===== config.mk =====
export PLATFORM = sky130hd
export DESIGN_NAME = sw_serial_port
export DESIGN_NICKNAME = d
export VERILOG_FILES = /design/src/rtl/swsp_pkg.sv /design/src/rtl/swsp_sync.sv /design/src/rtl/swsp_tx.sv /design/src/rtl/swsp_rx.sv /design/src/rtl/sw_serial_port.sv
export SDC_FILE = /design/constraint.sdc
export NUM_CORES = 1
export LEC_CHECK = 0
export ABC_CLOCK_PERIOD_IN_PS = 3000
export BUFFER_PORTS_ARGS = -buffer_cell sky130_fd_sc_hd__buf_2
export CORE_ASPECT_RATIO = 1.5
export CORE_MARGIN = 4
export CORE_UTILIZATION = 61
export CTS_CLUSTER_DIAMETER = 150
export DETAILED_ROUTE_END_ITERATION = 7
export PLACE_DENSITY = 0.81
export SLEW_MARGIN = 20
export SYNTH_ARGS = -nofsm -noshare
export SYNTH_HDL_FRONTEND = slang
export SYNTH_SLANG_ARGS = --single-unit

===== constraint.sdc =====
create_clock -name clk -period 3 [get_ports clk]
set_input_delay 0.6 -clock clk [delete_from_list [all_inputs] [get_ports clk]]
set_output_delay 0.6 -clock clk [all_outputs]
set_load 0.02 [all_outputs]

===== src/rtl/swsp_pkg.sv =====
package swsp_pkg;

    typedef enum logic [1:0] {
        TX_IDLE,
        TX_START,
        TX_DATA,
        TX_STOP
    } tx_state_e;

    typedef enum logic [1:0] {
        RX_IDLE,
        RX_START,
        RX_DATA,
        RX_STOP
    } rx_state_e;

    localparam int unsigned SYNC_STAGES = 2;

endpackage


===== src/rtl/swsp_sync.sv =====
module swsp_sync #(
    parameter int unsigned STAGES = 2
) (
    input  logic clk,
    input  logic rst_n,
    input  logic d,
    output logic q
);
    logic [STAGES-1:0] chain_q;

    generate
        for (genvar i = 0; i < STAGES; i++) begin : g_stage
            if (i == 0) begin : g_first
                always_ff @(posedge clk or negedge rst_n) begin
                    if (!rst_n) chain_q[0] <= 1'b1;
                    else        chain_q[0] <= d;
                end
            end else begin : g_next
                always_ff @(posedge clk or negedge rst_n) begin
                    if (!rst_n) chain_q[i] <= 1'b1;
                    else        chain_q[i] <= chain_q[i-1];
                end
            end
        end
    endgenerate

    assign q = chain_q[STAGES-1];
endmodule


===== src/rtl/swsp_tx.sv =====
module swsp_tx
    import swsp_pkg::*;
#(
    parameter int unsigned DIV_W  = 16,
    parameter int unsigned DATA_W = 8
) (
    input  logic              clk,
    input  logic              rst_n,
    input  logic [DIV_W-1:0]  baud_div,
    input  logic              start,
    input  logic [DATA_W-1:0] data,
    output logic              busy,
    output logic              pull_low
);
    localparam int unsigned BIT_W = (DATA_W > 1) ? $clog2(DATA_W) : 1;

    tx_state_e         state_q, state_d;
    logic [DIV_W-1:0]  cnt_q, cnt_d;
    logic [BIT_W-1:0]  bit_q, bit_d;
    logic [DATA_W-1:0] sh_q, sh_d;
    logic              bit_end;

    assign bit_end = (cnt_q == baud_div - DIV_W'(1));

    always_ff @(posedge clk or negedge rst_n) begin
        if (!rst_n) begin
            state_q <= TX_IDLE;
            cnt_q   <= '0;
            bit_q   <= '0;
            sh_q    <= '0;
        end else begin
            state_q <= state_d;
            cnt_q   <= cnt_d;
            bit_q   <= bit_d;
            sh_q    <= sh_d;
        end
    end

    always_comb begin
        state_d = state_q;
        cnt_d   = bit_end ? '0 : cnt_q + DIV_W'(1);
        bit_d   = bit_q;
        sh_d    = sh_q;
        unique case (state_q)
            TX_IDLE: begin
                cnt_d = '0;
                if (start) begin
                    state_d = TX_START;
                    sh_d    = data;
                    bit_d   = '0;
                end
            end
            TX_START: begin
                if (bit_end) state_d = TX_DATA;
            end
            TX_DATA: begin
                if (bit_end) begin
                    sh_d = sh_q >> 1;
                    if (bit_q == BIT_W'(DATA_W - 1)) state_d = TX_STOP;
                    else                             bit_d   = bit_q + BIT_W'(1);
                end
            end
            TX_STOP: begin
                if (bit_end) state_d = TX_IDLE;
            end
            default: state_d = TX_IDLE;
        endcase
    end

    always_comb begin
        busy     = (state_q != TX_IDLE);
        pull_low = 1'b0;
        unique case (state_q)
            TX_IDLE:  pull_low = 1'b0;
            TX_START: pull_low = 1'b1;
            TX_DATA:  pull_low = ~sh_q[0];
            TX_STOP:  pull_low = 1'b0;
            default:  pull_low = 1'b0;
        endcase
    end

    // the stop bit is always released to the pullup
    a_r2_stop_released: assert property (@(posedge clk) disable iff (!rst_n)
        (state_q == TX_STOP) |-> !pull_low);

    // the start bit always pulls low
    a_r2_start_low: assert property (@(posedge clk) disable iff (!rst_n)
        (state_q == TX_START) |-> pull_low);
endmodule


===== src/rtl/swsp_rx.sv =====
module swsp_rx
    import swsp_pkg::*;
#(
    parameter int unsigned DIV_W  = 16,
    parameter int unsigned DATA_W = 8
) (
    input  logic              clk,
    input  logic              rst_n,
    input  logic [DIV_W-1:0]  baud_div,
    input  logic              line,
    input  logic              mute,
    output logic              idle,
    output logic              valid,
    output logic [DATA_W-1:0] data,
    output logic              frame_err
);
    localparam int unsigned BIT_W = (DATA_W > 1) ? $clog2(DATA_W) : 1;

    rx_state_e         state_q, state_d;
    logic [DIV_W-1:0]  cnt_q, cnt_d;
    logic [BIT_W-1:0]  bit_q, bit_d;
    logic [DATA_W-1:0] sh_q, sh_d;
    logic [DATA_W-1:0] data_q, data_d;
    logic              valid_q, valid_d;
    logic              ferr_q, ferr_d;
    logic              prev_q;
    logic              bit_end, half_end, fall;

    assign bit_end  = (cnt_q == baud_div - DIV_W'(1));
    assign half_end = (cnt_q == (baud_div >> 1) - DIV_W'(1));
    assign fall     = prev_q & ~line;

    always_ff @(posedge clk or negedge rst_n) begin
        if (!rst_n) begin
            state_q <= RX_IDLE;
            cnt_q   <= '0;
            bit_q   <= '0;
            sh_q    <= '0;
            data_q  <= '0;
            valid_q <= 1'b0;
            ferr_q  <= 1'b0;
            prev_q  <= 1'b1;
        end else begin
            state_q <= state_d;
            cnt_q   <= cnt_d;
            bit_q   <= bit_d;
            sh_q    <= sh_d;
            data_q  <= data_d;
            valid_q <= valid_d;
            ferr_q  <= ferr_d;
            prev_q  <= line;
        end
    end

    always_comb begin
        state_d = state_q;
        cnt_d   = bit_end ? '0 : cnt_q + DIV_W'(1);
        bit_d   = bit_q;
        sh_d    = sh_q;
        data_d  = data_q;
        valid_d = 1'b0;
        ferr_d  = 1'b0;
        unique case (state_q)
            RX_IDLE: begin
                cnt_d = '0;
                if (fall && !mute) state_d = RX_START;
            end
            RX_START: begin
                cnt_d = cnt_q + DIV_W'(1);
                if (half_end) begin
                    cnt_d = '0;
                    bit_d = '0;
                    state_d = line ? RX_IDLE : RX_DATA;
                end
            end
            RX_DATA: begin
                if (bit_end) begin
                    sh_d = {line, sh_q[DATA_W-1:1]};
                    if (bit_q == BIT_W'(DATA_W - 1)) state_d = RX_STOP;
                    else                             bit_d   = bit_q + BIT_W'(1);
                end
            end
            RX_STOP: begin
                if (bit_end) begin
                    state_d = RX_IDLE;
                    if (line) begin
                        valid_d = 1'b1;
                        data_d  = sh_q;
                    end else begin
                        ferr_d  = 1'b1;
                    end
                end
            end
            default: state_d = RX_IDLE;
        endcase
    end

    always_comb begin
        idle      = (state_q == RX_IDLE);
        valid     = valid_q;
        frame_err = ferr_q;
        data      = data_q;
    end

    // a frame is either good or bad, never both
    a_r5_exclusive: assert property (@(posedge clk) disable iff (!rst_n)
        !(valid && frame_err));

    // the valid strobe lasts one cycle
    a_r4_single_pulse: assert property (@(posedge clk) disable iff (!rst_n)
        valid |=> !valid);
endmodule


===== src/rtl/sw_serial_port.sv =====
module sw_serial_port
    import swsp_pkg::*;
#(
    parameter int unsigned DIV_W  = 16,
    parameter int unsigned DATA_W = 8
) (
    input  logic              clk,
    input  logic              rst_n,
    input  logic [DIV_W-1:0]  baud_div,
    input  logic              tx_valid,
    input  logic [DATA_W-1:0] tx_data,
    output logic              tx_ready,
    output logic              rx_valid,
    output logic [DATA_W-1:0] rx_data,
    output logic              rx_frame_err,
    output logic              pad_pull_low,
    input  logic              pad_in
);
    logic line_sync;
    logic tx_busy;
    logic rx_idle;
    logic tx_go;

    swsp_sync #(.STAGES(SYNC_STAGES)) u_sync (
        .clk   (clk),
        .rst_n (rst_n),
        .d     (pad_in),
        .q     (line_sync)
    );

    assign tx_ready = !tx_busy && rx_idle;
    assign tx_go    = tx_valid && tx_ready;

    swsp_tx #(.DIV_W(DIV_W), .DATA_W(DATA_W)) u_tx (
        .clk      (clk),
        .rst_n    (rst_n),
        .baud_div (baud_div),
        .start    (tx_go),
        .data     (tx_data),
        .busy     (tx_busy),
        .pull_low (pad_pull_low)
    );

    swsp_rx #(.DIV_W(DIV_W), .DATA_W(DATA_W)) u_rx (
        .clk       (clk),
        .rst_n     (rst_n),
        .baud_div  (baud_div),
        .line      (line_sync),
        .mute      (tx_busy),
        .idle      (rx_idle),
        .valid     (rx_valid),
        .data      (rx_data),
        .frame_err (rx_frame_err)
    );

    // acceptance drops ready on the following cycle
    a_r3_ready_drops: assert property (@(posedge clk) disable iff (!rst_n)
        (tx_valid && tx_ready) |=> !tx_ready);

    // no receive strobe while the transmitter owns the line
    a_r7_no_echo: assert property (@(posedge clk) disable iff (!rst_n)
        tx_busy |-> !(rx_valid || rx_frame_err));

    // the driver is released whenever the transmitter is idle
    a_r2_idle_released: assert property (@(posedge clk) disable iff (!rst_n)
        !tx_busy |-> !pad_pull_low);
endmodule


==> results of run 1 <==
## synthesized netlist by cell type, drive strengths merged (5+ instances only)
| cell type | n |
|---|---|
| mux2 | 31 |
| nor3 | 5 |
| ha | 12 |
| inv | 15 |
| nor2 | 54 |
| buf | 15 |
| dfrtp | 68 |
| xnor2 | 54 |
| nand4 | 10 |
| xor2 | 38 |
| mux2i | 7 |
| clkbuf | 16 |
| a211oi | 7 |
| or4 | 5 |
| or3 | 6 |
| nand2 | 28 |
| o211ai | 5 |
| nand3 | 31 |
| nor4 | 8 |
| and3 | 14 |
| o21ai | 7 |
## logic make-up after synthesis
kind of cell | synth area share
muxes | 0.0972
buffers and inverters | 0.0459
adders and majority gates | 0.0304
DFF | 0.361
AOI/OAI and AO/OA | 0.0847
and+or+nand+nor | 0.216
xor gates and xnor gates | 0.165
## per-stage QoR
stage	hold WS [ps]	area (µm²)	setup TNS (ps)	power [W]
after floorplan	304	5050	-9320	0.00195
after global placement	346	5780	-23200	0.00219
after detailed placement	351	5780	-26840	0.00224
after CTS	145	6180	-2.59	0.00328
after global routing	158	6400	-1540	0.00348
final	143	6400	-143	0.00331
## final cells by class
cell class | instances | area [µm²]
clock buffers | 10 | 229
multi-input cells | 385 | 3170
fillers | 425 | 1360
inverters | 15 | 61.3
repair buffers | 131 | 986
flip-flops and latches | 71 | 1780
clock inverters | 6 | 46.3
well taps | 102 | 128
## repair_timing
item	CTS	global route
gates resized for setup	19	31
hold buffers	0	0
cloned	1	0
endpoints found under the setup margin	46	48
hold endpoints to repair	0	0
pin swaps	8	22
buffers inserted	2	12
## power groups by stage
| stage | sequential [W] | clock [W] | combinational, W |
|---|---|---|---|
| after floorplan | 0.00115 | 0 | 0.000798 |
| after CTS | 0.00119 | 0.00100 | 0.00109 |
| after global placement | 0.00120 | 0 | 0.000998 |
| after global routing | 0.00121 | 0.00105 | 0.00122 |
| final | 0.00120 | 0.000984 | 0.00113 |
| after detailed placement | 0.00121 | 0 | 0.00103 |
## worst paths after layout
check	start	endpoint	slack, ps	depth (start not counted)
worst max-delay path	baud_div[6]	u_rx.sh_q[6]	-30	9
worst min-delay path	rst_n	u_rx.data[3]	140	1
worst max register to register	u_rx.cnt_q[6]	u_rx.sh_q[6]	190	9
worst min register to register	u_sync.chain_q[0]	u_sync.q	360	0
max in group asynchronous	rst_n	u_rx.prev_q	2040	2
min in group clk	pad_in	u_sync.chain_q[0]	360	1
## layer usage
layer | GRT usage | vias up
met3 | 0.0677 | 67
met2 | 0.507 | 154
met4 | 0.201 | 0
met1 | 0.309 | 2106
li1 | - | 1989
met5 | 0 | -
## worst max-delay path: stages
cell	delay (ps)
sky130_fd_sc_hd__buf_8	100
sky130_fd_sc_hd__or4_4	530
sky130_fd_sc_hd__or3_4	420
sky130_fd_sc_hd__xnor2_2	180
sky130_fd_sc_hd__o211ai_1	110
sky130_fd_sc_hd__or4b_1	520
sky130_fd_sc_hd__or3_1	330
sky130_fd_sc_hd__buf_6	160
sky130_fd_sc_hd__mux2_4	300
## sequential cells by signal, summed over array words and instances (netlist names), named ones only
name            cells
u_tx.cnt_q         16
u_tx.sh_q           8
u_sync.chain_q      1
u_rx.frame_err      1
u_rx.bit_q          3
u_rx.sh_q           8
u_tx.bit_q          3
u_sync.q            1
u_rx.prev_q         1
u_rx.data           8
u_rx.state_q        1
u_tx.state_q        2
u_rx.valid          1
u_rx.cnt_q         16
==> summary.md, run 1 <==
Clock skew on the completed layout was measured at 6.96 ps. The tools report the placed cell count as 689. The tools report the first-pass iteration count of the detailed router as 4. The tools report the met1 routed wirelength after detailed routing as 5050 µm. After detailed routing, the number of vias per cell comes to 5.99. Sorting the synthesized cells by area gives the leading types as sky130_fd_sc_hd__dfrtp_1 35%, sky130_fd_sc_hd__xnor2_1 9.4%, sky130_fd_sc_hd__xor2_1 6.7%. The run gives 0.585 as the relative slew slack. The detailed router finished its first iteration with 209 violations.

The measured slew at the worst slew-check pin was 622 ps. The number of antenna diodes in the final layout is 0. The maximum fanout along the worst path was 8.

The run finished, with violations left. TritonCTS created 9 clock buffers. After clock tree synthesis, the clock-pin slew on the worst setup and hold paths is 60 ps. The routed layout has 4316 vias. The internal power of the cells totals 0.00220 W. Share of post-route cells with drive strength above 1: 0.364. In the synthesized netlist, the number of instances is 501.

For the level count of the clock H-tree, the log shows 3. The number of sinks handled by clock tree synthesis is 71, and the later-pin clock latency in the skew report is 340 ps. After detailed routing, the number of remaining DRC violations is 0. The starting utilization of the core area came out at 0.636.

The final reports fail on setup timing. During synthesis, Yosys emitted a total of 0 warnings. The post-synthesis async set-or-reset flop share is 1.00, and the max-slew violation total from the final report is 0. Across the VDD grid, the largest voltage drop is 0.000528 V. The number of placement rows is 39, and the detailed-routed wire length on met2 is 7210 µm. The logs give 4493 for the number of global-route vias before repair and 0 for the number of antenna violations at the first check in global routing. Setup repair after global routing could not meet its margin everywhere. The share of Yosys cell area claimed by the top area cell type works out to 0.345. The number of hold violations in the final report came out at 0. The analysis attributes to net switching a power of 0.00111 W. The path class of the lowest-slack min-delay path was input pin to async pin. The part of the power in combinational logic is 0.342.

The final layout contains routed wiring with a total length of 13800 µm. Critical path data required time: 3220 ps. Synthesis inferred 71 register bits. STA classifies the critical path endpoint as a register. Leaving out fill and tap cells, the most frequent cell in the layout is sky130_fd_sc_hd__buf_4. The portion of the post-synthesis area used by sequential elements was 0.361; the total standard cell area after synthesis was 0.00493 mm². Wire segments on met3 add up to 633 µm in the final route.

Port buffering added 39 buffers. The area growth from synthesis to layout is 29.7%. Global-route wire length before repair: 21700 µm. The run gives 2 as the buffer depth of the longest clock path. The combined global-route utilization of all metal layers is 0.296, and the overall overflow remaining after global route is 0. The x dimension of the die is 81.4 µm. Entering global routing, the biggest net connects 40 pins. Summed over all cells, the static leakage comes to 2.92 nW. STA classifies the critical path startpoint as an input pin.

At the end of the flow, the number of nets in the layout was 653. The final clock period utilization by the worst path was 1.01; the worst setup margin was -27.0 ps. STA puts the critical path data arrival time at 3250 ps. The die outline height works out to 118 µm. TritonCTS built the clock tree.

The tree is rooted in a sky130_fd_sc_hd__clkbuf_16. The final critical path time including I/O delays and setup is 3030 ps. For this run, the top clock speed supported by timing is 330 MHz. Summed over all nets, the half-perimeter wirelength after detailed placement is 10200 µm.

For the final estimated routing congestion in global placement, the log shows 0.986. The post-detailed-route wirelength per cell is 19.2 µm. After the flow finishes, the layout carries non-filler instances totaling 720. In this run, distinct cell masters in the synthesized netlist total 71. Highest signal layer in the routed design: met4. The part of the power in the clock network was 0.297; the count of flip-flops with a built-in enable after synthesis was 0.

For this run, the leading register cell type out of synthesis is sky130_fd_sc_hd__dfrtp_1. The power share of the sequential group was 0.361; the mean instance size in the synthesized netlist was 9.84 µm². Max-cap violations in this run came to 0. By startpoint and endpoint, the worst setup path is classified as input pin to register. In the layout the commonest cells are 86 x sky130_fd_sc_hd__buf_4, 68 x sky130_fd_sc_hd__dfrtp_1, 52 x sky130_fd_sc_hd__nor2_1, 48 x sky130_fd_sc_hd__xnor2_1, 38 x sky130_fd_sc_hd__xor2_1.

The number of antenna-violating nets in the routed design was 0; the share of total power consumed by net switching was 0.336. The power per standard cell area was 518 mW/mm²; the number of I/O pins was 40. The tools report the share of the core filled with cells in the final layout as 0.825. Prior to clock tree synthesis, the placed netlist has a worst setup slack of -620 ps. The region available for standard cell placement spans 0.00776 mm².

The total die area is 0.00962 mm², and the number of setup violations in the final report is 11. Dominant cell type by area after synthesis: sky130_fd_sc_hd__dfrtp_1. The synthesized netlist net count came out at 541.
Power figures use the tool's default switching activity.
==> run 2: changes to the inputs <==
--- a/config.mk
+++ b/config.mk
@@ -5,7 +5,7 @@
 export SDC_FILE = /design/constraint.sdc
 export NUM_CORES = 1
 export LEC_CHECK = 0
-export ABC_CLOCK_PERIOD_IN_PS = 3000
+export ABC_CLOCK_PERIOD_IN_PS = 2840
 export BUFFER_PORTS_ARGS = -buffer_cell sky130_fd_sc_hd__buf_2
 export CORE_ASPECT_RATIO = 1.5
 export CORE_MARGIN = 4
==> constraint.sdc (replaced) <==
create_clock -name clk -period 2.84 [get_ports clk]
set_input_delay 0.568 -clock clk [delete_from_list [all_inputs] [get_ports clk]]
set_output_delay 0.568 -clock clk [all_outputs]
set_load 0.02 [all_outputs]
==> summary.md, run 2 (synthesized netlist as in run 1, its figures left out) <==
Clock-pin slew was measured on the worst setup and hold paths at 60 ps. The area inside the core boundary was 0.00776 mm²; the final clock period utilization by the worst path was 1.06. The library cell used most frequently in the layout, excluding fill and tap cells, is sky130_fd_sc_hd__buf_4. The diode insertion count for antenna repair came out at 0.

The final critical path time including I/O delays and setup was 3020 ps; the static leakage was 3.00 nW. The combined buffer and inverter count along the critical path was 4; the peak ir drop on the vdd network was 0.000564 V. The count of buffers added on input and output ports is 39. Timing analysis after detailed placement gives a worst setup slack of -705 ps. Once detail routing completed, the nets flagged for antenna violations numbered 0. The logs give 4 for the first-pass iteration count of the detailed router and 22200 µm for the global-route wire length before repair. The finished cells cover 0.00658 mm². The DRC marker count from the first detailed-route iteration is 256, and the number of I/O pins is 40.

Setup repair after global routing could not meet its margin everywhere. The largest registers in the layout are u_rx.cnt_q x16, u_tx.cnt_q x16. The level count of the clock H-tree was 3; the post-DP HPWL was 10300 µm. The number of hold violations in the final report is 0, and the number of global-route vias before repair is 4560. The maximum single-stage delay on the critical path was 550 ps; the worst setup margin was -184 ps. At the pin with the least slew margin, the transition time is 585 ps.

After the flow finishes, the layout carries non-filler instances totaling 730. Walking the worst path, the cells encountered are buf_4 > inv_2 > ha_4 > buf_6 > nor4b_4 > buf_4 > xnor2_1 > and3_1 > o2111ai_2 > or4_4 > nor4_4 > mux2i_1 > o21ai_1. STA classifies the critical path startpoint as an input pin. The worst path arrival time is 3240 ps. In this design, the largest share of critical-path delay is due to simple AND/OR/NAND/NOR gates. The max-slew violation total from the final report was 0; the setup skew after layout was 5.09 ps. The share of post-route cells with drive strength above 1 was 0.392; the power per standard cell area was 546 mW/mm². The congestion estimate from routability-driven global placement came to 0.919. The final routed DRC violation total came out at 0. The critical path data required time came out at 3060 ps. met2 is the most crowded layer. STA classifies the critical path endpoint as a register. Dividing the detail-routed wire length by the instance count gives 19.6 µm.

The tools report the buffer depth of the longest clock path as 2. The logs give 340 ps for the later-pin clock latency in the skew report and 71 for the number of sinks handled by clock tree synthesis. The combined global-route utilization of all metal layers came out at 0.302.

In this design, the critical path's most frequently occurring cell is sky130_fd_sc_hd__buf_4. The tools report the met2 track demand over resource in global routing as 0.518. After the last flow step, the layout net total stands at 663.

The run gives 50 as the maximum number of pins on one net before global-route repair. For the starting utilization of the core area, the log shows 0.636. The slowest cell on the critical path was sky130_fd_sc_hd__or4_4.

Overall overflow remaining after global route: 0. In this run the worst hold path is classified as input pin to async pin. The met3 capacity usage during global routing came out at 0.0738. Max-cap violations in this run came to 0. The run finished, with violations left. The total of hold buffers inserted after clock tree synthesis is 0, and the maximum fanout along the worst path is 8. Setup violations remaining at the end of the flow were counted as 46. After detailed placement, the total cell area comes to 0.00592 mm². Timing would allow up to 331 MHz.

Dividing the detail-routed via count by the number of cells gives 5.99. Summed over all layers, the routed wires come to 14300 µm. Compared with the post-synthesis result, the final layout area differs by 33.3%. The tree is rooted in a sky130_fd_sc_hd__clkbuf_16. For the number of buffers created by CTS, the log shows 9. Total die area: 0.00962 mm². The worst setup path is of the input pin to register kind. The x dimension of the die works out to 81.4 µm.

In the layout the commonest cells are 91 x sky130_fd_sc_hd__buf_4, 68 x sky130_fd_sc_hd__dfrtp_1, 50 x sky130_fd_sc_hd__nor2_1, 46 x sky130_fd_sc_hd__xnor2_1, 38 x sky130_fd_sc_hd__xor2_1. The placed cell count came out at 704. The tools report the hold slack as 221 ps.

The vias after detailed routing was 4372; the number of placement rows was 39. The checks that failed: setup timing. The relative slew slack was 0.610. TritonCTS built the clock tree. The met1 global-route usage is 0.314. The number of antenna violations at the first check in global routing was 0; the die outline height was 118 µm.
-- run 2: cell count changes in the layout (fill, tap and decap cells not counted), moves of 2 or more --
cell                      delta
sky130_fd_sc_hd__buf_4       +5
sky130_fd_sc_hd__nor2_2      +2
sky130_fd_sc_hd__buf_6       +2
sky130_fd_sc_hd__xnor2_2     +2
sky130_fd_sc_hd__buf_12      +2
sky130_fd_sc_hd__nor2_1      -2
sky130_fd_sc_hd__xnor2_1     -2
-- run 2: cell type report --
cell class                      instances  area [µm²]
Clock buffer                           10         239
Clock inverter                          6        43.8
Fill cell                             387        1180
Inverter                               15        66.3
Multi-Input combinational cell        385        3230
Sequential cell                        71        1780
Tap cell                              102         128
Timing Repair Buffer                  141        1090
-- run 2: metal layers --
metal | wire length [µm] | vias up
li1 | - | 2003
met1 | 5160 | 2124
met2 | 7540 | 171
met3 | 749 | 74
met4 | 857 | 0
met5 | 0 | -
-- run 2: repair_timing --
| item | in CTS | in global routing |
|---|---|---|
| cloned | 1 | 0 |
| setup buffers | 4 | 6 |
| resized for setup | 29 | 36 |
| pin swaps | 11 | 19 |
| setup endpoints to repair | 55 | 51 |
-- run 2: worst paths after layout --
kind | end | cells past startpoint | startpoint | slack (ps)
setup / recovery | u_tx.bit_q[2] | 13 | baud_div[2] | -180
hold / removal | u_rx.valid | 1 | rst_n | 220
setup reg to reg | u_rx.data[2] | 9 | u_rx.cnt_q[11] | 60
hold reg to reg | u_sync.q | 0 | u_sync.chain_q[0] | 360
max in group asynchronous | u_rx.prev_q | 2 | rst_n | 1910
min in group clk | u_sync.chain_q[0] | 1 | pad_in | 320
-- run 2: power breakdown --
group | internal [W] | switching (W) | leakage (nW) | total (W)
clock network | 0.000617 | 0.000443 | 0.139 | 0.00106
registers | 0.00113 | 0.000109 | 0.942 | 0.00124
logic | 0.000648 | 0.000641 | 1.92 | 0.00129
total | 0.00240 | 0.00119 | 3.00 | 0.00359
-- run 2: through the flow --
stage / utilization / setup TNS, ps / power [W]
after floorplan: - / -17700 / 0.00206
after global placement: 0.763 / -30700 / 0.00238
after detailed placement: 0.763 / -36180 / 0.00242
after CTS: 0.822 / -3030 / 0.00355
after global routing: 0.847 / -9370 / 0.00376
final: 0.847 / -5190 / 0.00359
-- run 2: worst reg2reg max path, delay by kind of cell, from the launching register on --
kind            cells  cell delay [ps]
compound gates      2              360
xor+xnor            2              460
buf+inv             1              160
flops               1              400
mux                 1              320
simple gates        3              980
